$ cat config.mk
export PLATFORM = sky130hd
export DESIGN_NAME = spi_lb_selftest
export DESIGN_NICKNAME = d
export VERILOG_FILES = /design/src/rtl/lb_selftest_pkg.sv /design/src/rtl/lb_len_sweep.sv /design/src/rtl/lb_poll_timer.sv /design/src/rtl/lb_pattern_cmp.sv /design/src/rtl/spi_lb_selftest.sv
export SDC_FILE = /design/constraint.sdc
export NUM_CORES = 1
export LEC_CHECK = 0
export BUFFER_PORTS_ARGS = -buffer_cell sky130_fd_sc_hd__buf_4
export CAP_MARGIN = 40
export CORE_UTILIZATION = 50
export DETAILED_ROUTE_END_ITERATION = 6
export GPL_TIMING_DRIVEN = 1
export HOLD_SLACK_MARGIN = 0.1
export PLACE_DENSITY = 0.82
export SLEW_MARGIN = 20
export SYNTH_ARGS = -nofsm -noshare
export SYNTH_HDL_FRONTEND = slang
export SYNTH_SLANG_ARGS = --single-unit
$ cat constraint.sdc
create_clock -name clk -period 6.4 [get_ports clk]
set_clock_uncertainty 0.15 [all_clocks]
set_input_delay 0.32 -clock clk [delete_from_list [all_inputs] [get_ports clk]]
set_output_delay 0.32 -clock clk [all_outputs]
set_load 0.03 [all_outputs]
$ cat src/rtl/lb_selftest_pkg.sv
// Shared types and helpers for the SPI loopback self-test controller.
// Assumes packet lengths fit in 16 bits.
package lb_selftest_pkg;

    typedef enum logic [2:0] {
        ST_IDLE,
        ST_FILL,
        ST_WAIT,
        ST_CHECK,
        ST_DRAIN,
        ST_FINISH
    } lb_state_e;

    // Width of length/index fields: enough for MAX_LEN, never under a byte.
    function automatic int lb_len_width(input int max_len);
        int w;
        w = $clog2(max_len + 1);
        return (w > 8) ? w : 8;
    endfunction

    // Test byte for position idx of a packet of length len.
    function automatic logic [7:0] lb_pattern(input logic [15:0] len, input logic [15:0] idx);
        return 8'(len + idx);
    endfunction

endpackage

$ cat src/rtl/lb_len_sweep.sv
// Packet-length sweep counter.
// Holds the current packet length and the repetition number. It steps
// through MIN_LEN, MIN_LEN+STEP_LEN, ... up to MAX_LEN, REPEATS times.
// Assumes first and adv are never high together.
module lb_len_sweep #(
    parameter int MIN_LEN  = 1,
    parameter int STEP_LEN = 8,
    parameter int MAX_LEN  = 260,
    parameter int REPEATS  = 1,
    parameter int LEN_W    = 9
) (
    input  logic             clk,
    input  logic             rst_n,
    input  logic             first,
    input  logic             adv,
    output logic [LEN_W-1:0] cur_len,
    output logic             last
);
    localparam int REP_W = $clog2(REPEATS) + 1;

    logic [REP_W-1:0] rep;
    logic [LEN_W:0]   next_sum;
    logic             wrap;

    // Next candidate length and whether it leaves the range.
    always_comb begin
        next_sum = {1'b0, cur_len} + (LEN_W+1)'(STEP_LEN);
        wrap     = next_sum > (LEN_W+1)'(MAX_LEN);
        last     = wrap && (rep == REP_W'(REPEATS - 1));
    end

    // Length and repetition registers.
    always_ff @(posedge clk) begin
        if (!rst_n) begin
            cur_len <= LEN_W'(MIN_LEN);
            rep     <= '0;
        end else if (first) begin
            cur_len <= LEN_W'(MIN_LEN);
            rep     <= '0;
        end else if (adv) begin
            if (wrap) begin
                cur_len <= LEN_W'(MIN_LEN);
                rep     <= rep + 1'b1;
            end else begin
                cur_len <= next_sum[LEN_W-1:0];
            end
        end
    end

    assert_len_in_range_R3: assert property (@(posedge clk) disable iff (!rst_n)
        (cur_len >= LEN_W'(MIN_LEN)) && (cur_len <= LEN_W'(MAX_LEN)));

    assert_rep_bound_R3: assert property (@(posedge clk) disable iff (!rst_n)
        rep < REP_W'(REPEATS));

endmodule

$ cat src/rtl/lb_poll_timer.sv
// Completion poll timer.
// After load, it raises poll once every POLL_CYCLES cycles while run is
// high, the first poll falling POLL_CYCLES-1 cycles after the first run
// cycle. last_poll marks the POLL_LIMIT-th poll.
// Assumes POLL_CYCLES >= 2, so a stale completion level is never sampled
// in the launch cycle.
module lb_poll_timer #(
    parameter int POLL_CYCLES = 200000,
    parameter int POLL_LIMIT  = 1000
) (
    input  logic clk,
    input  logic rst_n,
    input  logic load,
    input  logic run,
    output logic poll,
    output logic last_poll
);
    localparam int GAP_W = $clog2(POLL_CYCLES + 1);
    localparam int CNT_W = $clog2(POLL_LIMIT + 1);

    logic [GAP_W-1:0] gap;
    logic [CNT_W-1:0] polls;

    // Poll strobe and final-poll flag.
    always_comb begin
        poll      = run && (gap == '0);
        last_poll = poll && (polls == CNT_W'(POLL_LIMIT - 1));
    end

    // Spacing countdown and poll counter.
    always_ff @(posedge clk) begin
        if (!rst_n) begin
            gap   <= '0;
            polls <= '0;
        end else if (load) begin
            gap   <= GAP_W'(POLL_CYCLES - 1);
            polls <= '0;
        end else if (run) begin
            if (gap == '0) begin
                gap   <= GAP_W'(POLL_CYCLES - 1);
                polls <= polls + 1'b1;
            end else begin
                gap <= gap - 1'b1;
            end
        end
    end

    assert_poll_budget_R8: assert property (@(posedge clk) disable iff (!rst_n)
        run |-> (polls < CNT_W'(POLL_LIMIT)));

    assert_poll_spacing_R7: assert property (@(posedge clk) disable iff (!rst_n)
        (poll && (POLL_CYCLES > 1)) |=> !poll);

endmodule

$ cat src/rtl/lb_pattern_cmp.sv
// Receive-data comparator.
// Tracks one outstanding buffer read (one-cycle read latency) and flags a
// byte that differs from the length-seeded pattern.
// Assumes len is stable while reads are being issued.
module lb_pattern_cmp
    import lb_selftest_pkg::*;
#(
    parameter int LEN_W = 9
) (
    input  logic             clk,
    input  logic             rst_n,
    input  logic             issue,
    input  logic [LEN_W-1:0] issue_idx,
    input  logic [LEN_W-1:0] len,
    input  logic [7:0]       rdata,
    output logic             mismatch,
    output logic [LEN_W-1:0] cmp_idx
);
    logic             valid_q;
    logic [LEN_W-1:0] idx_q;
    logic [7:0]       expected;

    // Track which byte the returning read data belongs to.
    always_ff @(posedge clk) begin
        if (!rst_n) begin
            valid_q <= 1'b0;
            idx_q   <= '0;
        end else begin
            valid_q <= issue;
            idx_q   <= issue_idx;
        end
    end

    // Compare returned byte with its expected value.
    always_comb begin
        expected = lb_pattern(16'(len), 16'(idx_q));
        mismatch = valid_q && (rdata != expected);
        cmp_idx  = idx_q;
    end

    assert_cmp_idx_in_packet_R5: assert property (@(posedge clk) disable iff (!rst_n)
        issue |-> (issue_idx < len));

endmodule

$ cat src/rtl/spi_lb_selftest.sv
// SPI loopback self-test controller (top).
// On start it requests loopback mode and sweeps the packet lengths. Per
// length it fills the transmit buffer with the length-seeded pattern,
// launches one transfer, polls for completion with a bounded budget and
// checks the receive buffer. It ends with a done pulse and a result.
// Assumes the byte engine holds xfer_done as a level, clears it after
// seeing xfer_start, and that the receive buffer has a one-cycle read
// latency.
module spi_lb_selftest
    import lb_selftest_pkg::*;
#(
    parameter int MIN_LEN     = 1,
    parameter int STEP_LEN    = 8,
    parameter int MAX_LEN     = 260,
    parameter int REPEATS     = 1,
    parameter int POLL_CYCLES = 200000,
    parameter int POLL_LIMIT  = 1000,
    localparam int LEN_W      = lb_len_width(MAX_LEN)
) (
    input  logic             clk,
    input  logic             rst_n,
    input  logic             start,
    output logic             loop_en,
    output logic             xfer_start,
    output logic [LEN_W-1:0] xfer_len,
    input  logic             xfer_done,
    output logic             tx_we,
    output logic [LEN_W-1:0] tx_addr,
    output logic [7:0]       tx_wdata,
    output logic [LEN_W-1:0] rx_addr,
    input  logic [7:0]       rx_rdata,
    output logic             done,
    output logic             pass,
    output logic             err_data,
    output logic             err_timeout,
    output logic [LEN_W-1:0] fail_len,
    output logic [LEN_W-1:0] fail_idx
);
    lb_state_e        state;
    logic [LEN_W-1:0] idx;
    logic [LEN_W-1:0] cur_len;
    logic             sweep_last;
    logic             sweep_first;
    logic             sweep_adv;
    logic             tmr_load;
    logic             tmr_run;
    logic             poll;
    logic             last_poll;
    logic             cmp_issue;
    logic             mismatch;
    logic [LEN_W-1:0] cmp_idx;
    logic             idx_last;

    lb_len_sweep #(
        .MIN_LEN (MIN_LEN),
        .STEP_LEN(STEP_LEN),
        .MAX_LEN (MAX_LEN),
        .REPEATS (REPEATS),
        .LEN_W   (LEN_W)
    ) u_sweep (
        .clk    (clk),
        .rst_n  (rst_n),
        .first  (sweep_first),
        .adv    (sweep_adv),
        .cur_len(cur_len),
        .last   (sweep_last)
    );

    lb_poll_timer #(
        .POLL_CYCLES(POLL_CYCLES),
        .POLL_LIMIT (POLL_LIMIT)
    ) u_timer (
        .clk      (clk),
        .rst_n    (rst_n),
        .load     (tmr_load),
        .run      (tmr_run),
        .poll     (poll),
        .last_poll(last_poll)
    );

    lb_pattern_cmp #(
        .LEN_W(LEN_W)
    ) u_cmp (
        .clk      (clk),
        .rst_n    (rst_n),
        .issue    (cmp_issue),
        .issue_idx(idx),
        .len      (cur_len),
        .rdata    (rx_rdata),
        .mismatch (mismatch),
        .cmp_idx  (cmp_idx)
    );

    // Control strobes and buffer-side outputs decoded from the state.
    always_comb begin
        idx_last    = (idx == (cur_len - LEN_W'(1)));
        sweep_first = (state == ST_IDLE) && start;
        sweep_adv   = (state == ST_DRAIN) && !mismatch && !sweep_last;
        tmr_load    = (state == ST_FILL) && idx_last;
        tmr_run     = (state == ST_WAIT);
        cmp_issue   = (state == ST_CHECK);
        tx_we       = (state == ST_FILL);
        tx_addr     = idx;
        tx_wdata    = lb_pattern(16'(cur_len), 16'(idx));
        rx_addr     = idx;
        xfer_len    = cur_len;
    end

    // Test sequencer: fill, launch, poll, check, advance, finish.
    always_ff @(posedge clk) begin
        if (!rst_n) begin
            state       <= ST_IDLE;
            idx         <= '0;
            loop_en     <= 1'b0;
            xfer_start  <= 1'b0;
            done        <= 1'b0;
            pass        <= 1'b0;
            err_data    <= 1'b0;
            err_timeout <= 1'b0;
            fail_len    <= '0;
            fail_idx    <= '0;
        end else begin
            xfer_start <= 1'b0;
            done       <= 1'b0;
            case (state)
                ST_IDLE: begin
                    if (start) begin
                        loop_en     <= 1'b1;
                        pass        <= 1'b0;
                        err_data    <= 1'b0;
                        err_timeout <= 1'b0;
                        fail_len    <= '0;
                        fail_idx    <= '0;
                        idx         <= '0;
                        state       <= ST_FILL;
                    end
                end
                ST_FILL: begin
                    if (idx_last) begin
                        idx        <= '0;
                        xfer_start <= 1'b1;
                        state      <= ST_WAIT;
                    end else begin
                        idx <= idx + 1'b1;
                    end
                end
                ST_WAIT: begin
                    if (poll && xfer_done) begin
                        idx   <= '0;
                        state <= ST_CHECK;
                    end else if (last_poll) begin
                        err_timeout <= 1'b1;
                        fail_len    <= cur_len;
                        fail_idx    <= '0;
                        state       <= ST_FINISH;
                    end
                end
                ST_CHECK: begin
                    if (mismatch) begin
                        err_data <= 1'b1;
                        fail_len <= cur_len;
                        fail_idx <= cmp_idx;
                        state    <= ST_FINISH;
                    end else if (idx_last) begin
                        state <= ST_DRAIN;
                    end else begin
                        idx <= idx + 1'b1;
                    end
                end
                ST_DRAIN: begin
                    if (mismatch) begin
                        err_data <= 1'b1;
                        fail_len <= cur_len;
                        fail_idx <= cmp_idx;
                        state    <= ST_FINISH;
                    end else if (sweep_last) begin
                        pass  <= 1'b1;
                        state <= ST_FINISH;
                    end else begin
                        idx   <= '0;
                        state <= ST_FILL;
                    end
                end
                ST_FINISH: begin
                    loop_en <= 1'b0;
                    done    <= 1'b1;
                    state   <= ST_IDLE;
                end
                default: state <= ST_IDLE;
            endcase
        end
    end

    assert_loop_at_launch_R2: assert property (@(posedge clk) disable iff (!rst_n)
        xfer_start |-> loop_en);

    assert_loop_at_fill_R2: assert property (@(posedge clk) disable iff (!rst_n)
        tx_we |-> loop_en);

    assert_loop_off_at_done_R2: assert property (@(posedge clk) disable iff (!rst_n)
        done |-> !loop_en);

    assert_launch_pulse_R3: assert property (@(posedge clk) disable iff (!rst_n)
        xfer_start |=> !xfer_start);

    assert_fill_in_packet_R4: assert property (@(posedge clk) disable iff (!rst_n)
        tx_we |-> (tx_addr < xfer_len));

    assert_done_pulse_R10: assert property (@(posedge clk) disable iff (!rst_n)
        done |=> !done);

    assert_single_result_R10: assert property (@(posedge clk) disable iff (!rst_n)
        done |-> ($countones({pass, err_data, err_timeout}) == 1));

    assert_results_stable_R10: assert property (@(posedge clk) disable iff (!rst_n)
        (!loop_en && !done && !start) |=> ($stable(pass) && $stable(err_data) && $stable(err_timeout)));

endmodule

==> results.md <==
* Die height at 98.5 um
* Post-cts sizing count at 0
* Minimum hold slack at 0.268 ns
* Max Fclk at 293 MHz
* Max Cap Viol at 0
* PwrDens at 262 mW/mm^2
* Gr ovfl total at 0
* Most frequent cells in the layout: 81 x dfxtp_1, 70 x buf_4, 64 x nand2_1
* Hold_buf cts at 0
* Outcome: finished, final reports clean
* RSZ-0062 raised after global routing: no
* Post-Synthesis Cells at 541
* Clk sink count at 81
* HPWL Detailed at 8100 um
* DIE AREA at 0.00970 mm^2
* Number of global-route vias before repair at 3888
* Syn-to-layout area delta at 14.7%
* Drt pass-1 iters at 7
* Worst Path Required at 6.51 ns
* Total power at 1.40 mW
* R2R depth at 8
* Worst EP arrival at 3.53 ns
* Final period utilization at 53.4%
* Internal reg-to-reg setup slack at 2.98 ns
* Setup CP Type: flip-flop to flip-flop
* Max-slew headroom at 50.0%
* Critical R2R Capture: rx_addr[7]
* Drt initial violations at 288
* Startpoint Class: flip-flop
* Port bufs at 69
* Hold EP: fail_len[0]
* Clock buffer depth at 2
* Crit path buffers/inverters at 0
* CTS Buf Count at 9
* Crit path max-delay cell type: dfxtp_1
* Synth Flop Type: dfxtp_1
* FP Rows at 34
* Starting Density at 52.6%
* Least-Margin Pin Slew at 0.745 ns
* Synth Register Bits at 81
* Boundary Pins at 72
* Slew Viols, Final at 0
* Netlist cell types at 72
* CTS tree: done
* Fraction of layout instances using a drive strength above 1 at 18.4%
* Post-Syn Area per Cell at 8.61 um^2
* Leakage at 2.24 nW
* # DRC at 0
* GRT Util Overall at 23.3%
* Reg clk slew, reported paths at 0.09 ns
* Critical Path Fanout Max at 12
* FFs w/ async S/R, synth at 0%
* Hold Path Depth at 3
* Largest net degree at the start of global routing at 39
* Max incr delay on CP at 0.62 ns
* Hold Crit Class: primary input to flip-flop
* Clock Latency Late Sink at 0.36 ns
* First-pass GRT wire length at 18200 um
* Die width at 98.5 um
* Gp weighted congestion at 0.884
* Critical-path cell list: ha_1 -> a21o_1 -> a2111oi_2 -> o21a_1 -> o2111ai_4 -> a311oi_4 -> a41oi_1 -> a311oi_1
* Clock root buffer: clkbuf_8
* Cell class contributing the biggest share of worst-path delay: compound AO/OA/AOI/OAI gates
* RR Startpoint: u_sweep.cur_len[4]
* H-tree depth at 3
* Via count at 4143
* Antenna cells at 0
* Final Routed Wirelength at 11200 um
* Most common cell after layout, fill and taps aside: dfxtp_1
* Ys Warns at 0
* FILL cells at 764
* Core area at 0.00885 mm^2
* Cell area after synthesis at 0.00466 mm^2
* Initial antenna violation count at 0
* DR vias/cell at 5.90
* Antenna-violating nets left at 0
* Setup TNS at 0 ns
* Worst setup EP type: flip-flop
* Average wire per standard cell at 15.9 um
* Post-synth EDFFs at 0
* Peak supply drop at 0.130 mV
* Post-CTS Setup Bufs at 0
* Layout Nets at 620
* Final hold violations at 0
* Setup-failing EPs final at 0
* Post-layout min period at 3.42 ns
* Hold Startpoint: rst_n
* Sequential element share of the synthesized area at 34.8%
==> sequential cells by signal (all words and copies together), names as in the netlist, 3 cells and up <==
name	count
u_cmp.cmp_idx	9
fail_idx	9
rx_addr	9
fail_len	8
u_sweep.cur_len	7
u_timer.polls	10
state	3
u_timer.gap	18
==> logic make-up (layout without fill, tap and decap cells) <==
kind of cell             count (synthesis)  after routing  share of synthesized area (%)
multiplexers                            19             19                           4.11
AO/OA/AOI/OAI                           96             96                           15.3
adder cells (fa/ha/maj)                 19             19                           5.11
flip-flops                              81             81                           34.8
other                                    1              2                         0.0805
buffers and inverters                   51            103                           5.67
XOR/XNOR                                53             53                           10.4
AND/OR/NAND/NOR                        221            221                           24.5
==> stage by stage <==
step / setup WS (ns) / utilization [%] / std cells / area [um^2]
floorplan: 3.33 / - / 542 / 4660
global placement: 2.85 / 57.9 / 685 / 5120
detailed placement: 3.04 / 58.0 / 686 / 5130
CTS: 3.02 / 60.3 / 702 / 5340
global route: 2.85 / 60.3 / 702 / 5340
finish: 2.98 / 60.3 / 702 / 5340
==> worst max-delay path by stage <==
| stage | startpoint | end | cells past startpoint |
|---|---|---|---|
| 6_report | u_sweep.cur_len[4] | rx_addr[7] | 8 |
| 5_1_grt | u_sweep.cur_len[4] | fail_idx[5] | 9 |
| 4_1_cts | u_sweep.cur_len[4] | fail_len[6] | 9 |
| 3_5_place_dp | u_sweep.cur_len[4] | fail_len[6] | 9 |
| 3_3_place_gp | u_sweep.cur_len[4] | fail_len[6] | 8 |
| 2_1_floorplan | u_sweep.cur_len[3] | rx_addr[7] | 8 |
==> where the power goes <==
part           internal, mW  switching (mW)  leakage (nW)
registers             0.543          0.0525         0.656
logic                 0.166           0.248          1.49
clock network         0.193           0.199        0.0962
==> worst min-delay path: stages <==
cell and delay [ns]:
buf_4 0.23, nand2_1 0.12, mux2i_1 0.05
==> final cells by class <==
class	instances	area, um^2	area share (%)
sequential	81	1620	30.4
inverter	16	60.1	1.12
clock inverter	5	62.6	1.17
tap	108	135	2.53
clock buffer	11	141	2.65
multi-input combinational	410	2780	52.1
timing repair buffer	71	537	10.1
==> cells in the mapped netlist (all sizes together) (9+ instances only) <==
library cell	n	area [um^2]
xnor2	33	297
nand2	64	240
and2	9	56.3
buf	21	151
dfxtp	81	1620
ha	19	238
a21oi	33	165
nor2	55	206
nand3	24	120
xor2	19	166
o21ai	10	50.1
nor3	16	85.1
and3	11	73.8
clkbuf	14	52.6
mux2i	18	180
inv	15	56.3
==> per-layer routing <==
metal	vias to the layer above	share of wire (%)	global-route usage, %
met5	-	0	0
met4	0	2.1	9.30
met3	24	6.2	4.40
met2	161	47	37.9
met1	1970	45	30.6
li1	1988	-	-
No activity file was read; power rests on OpenSTA's default activity.
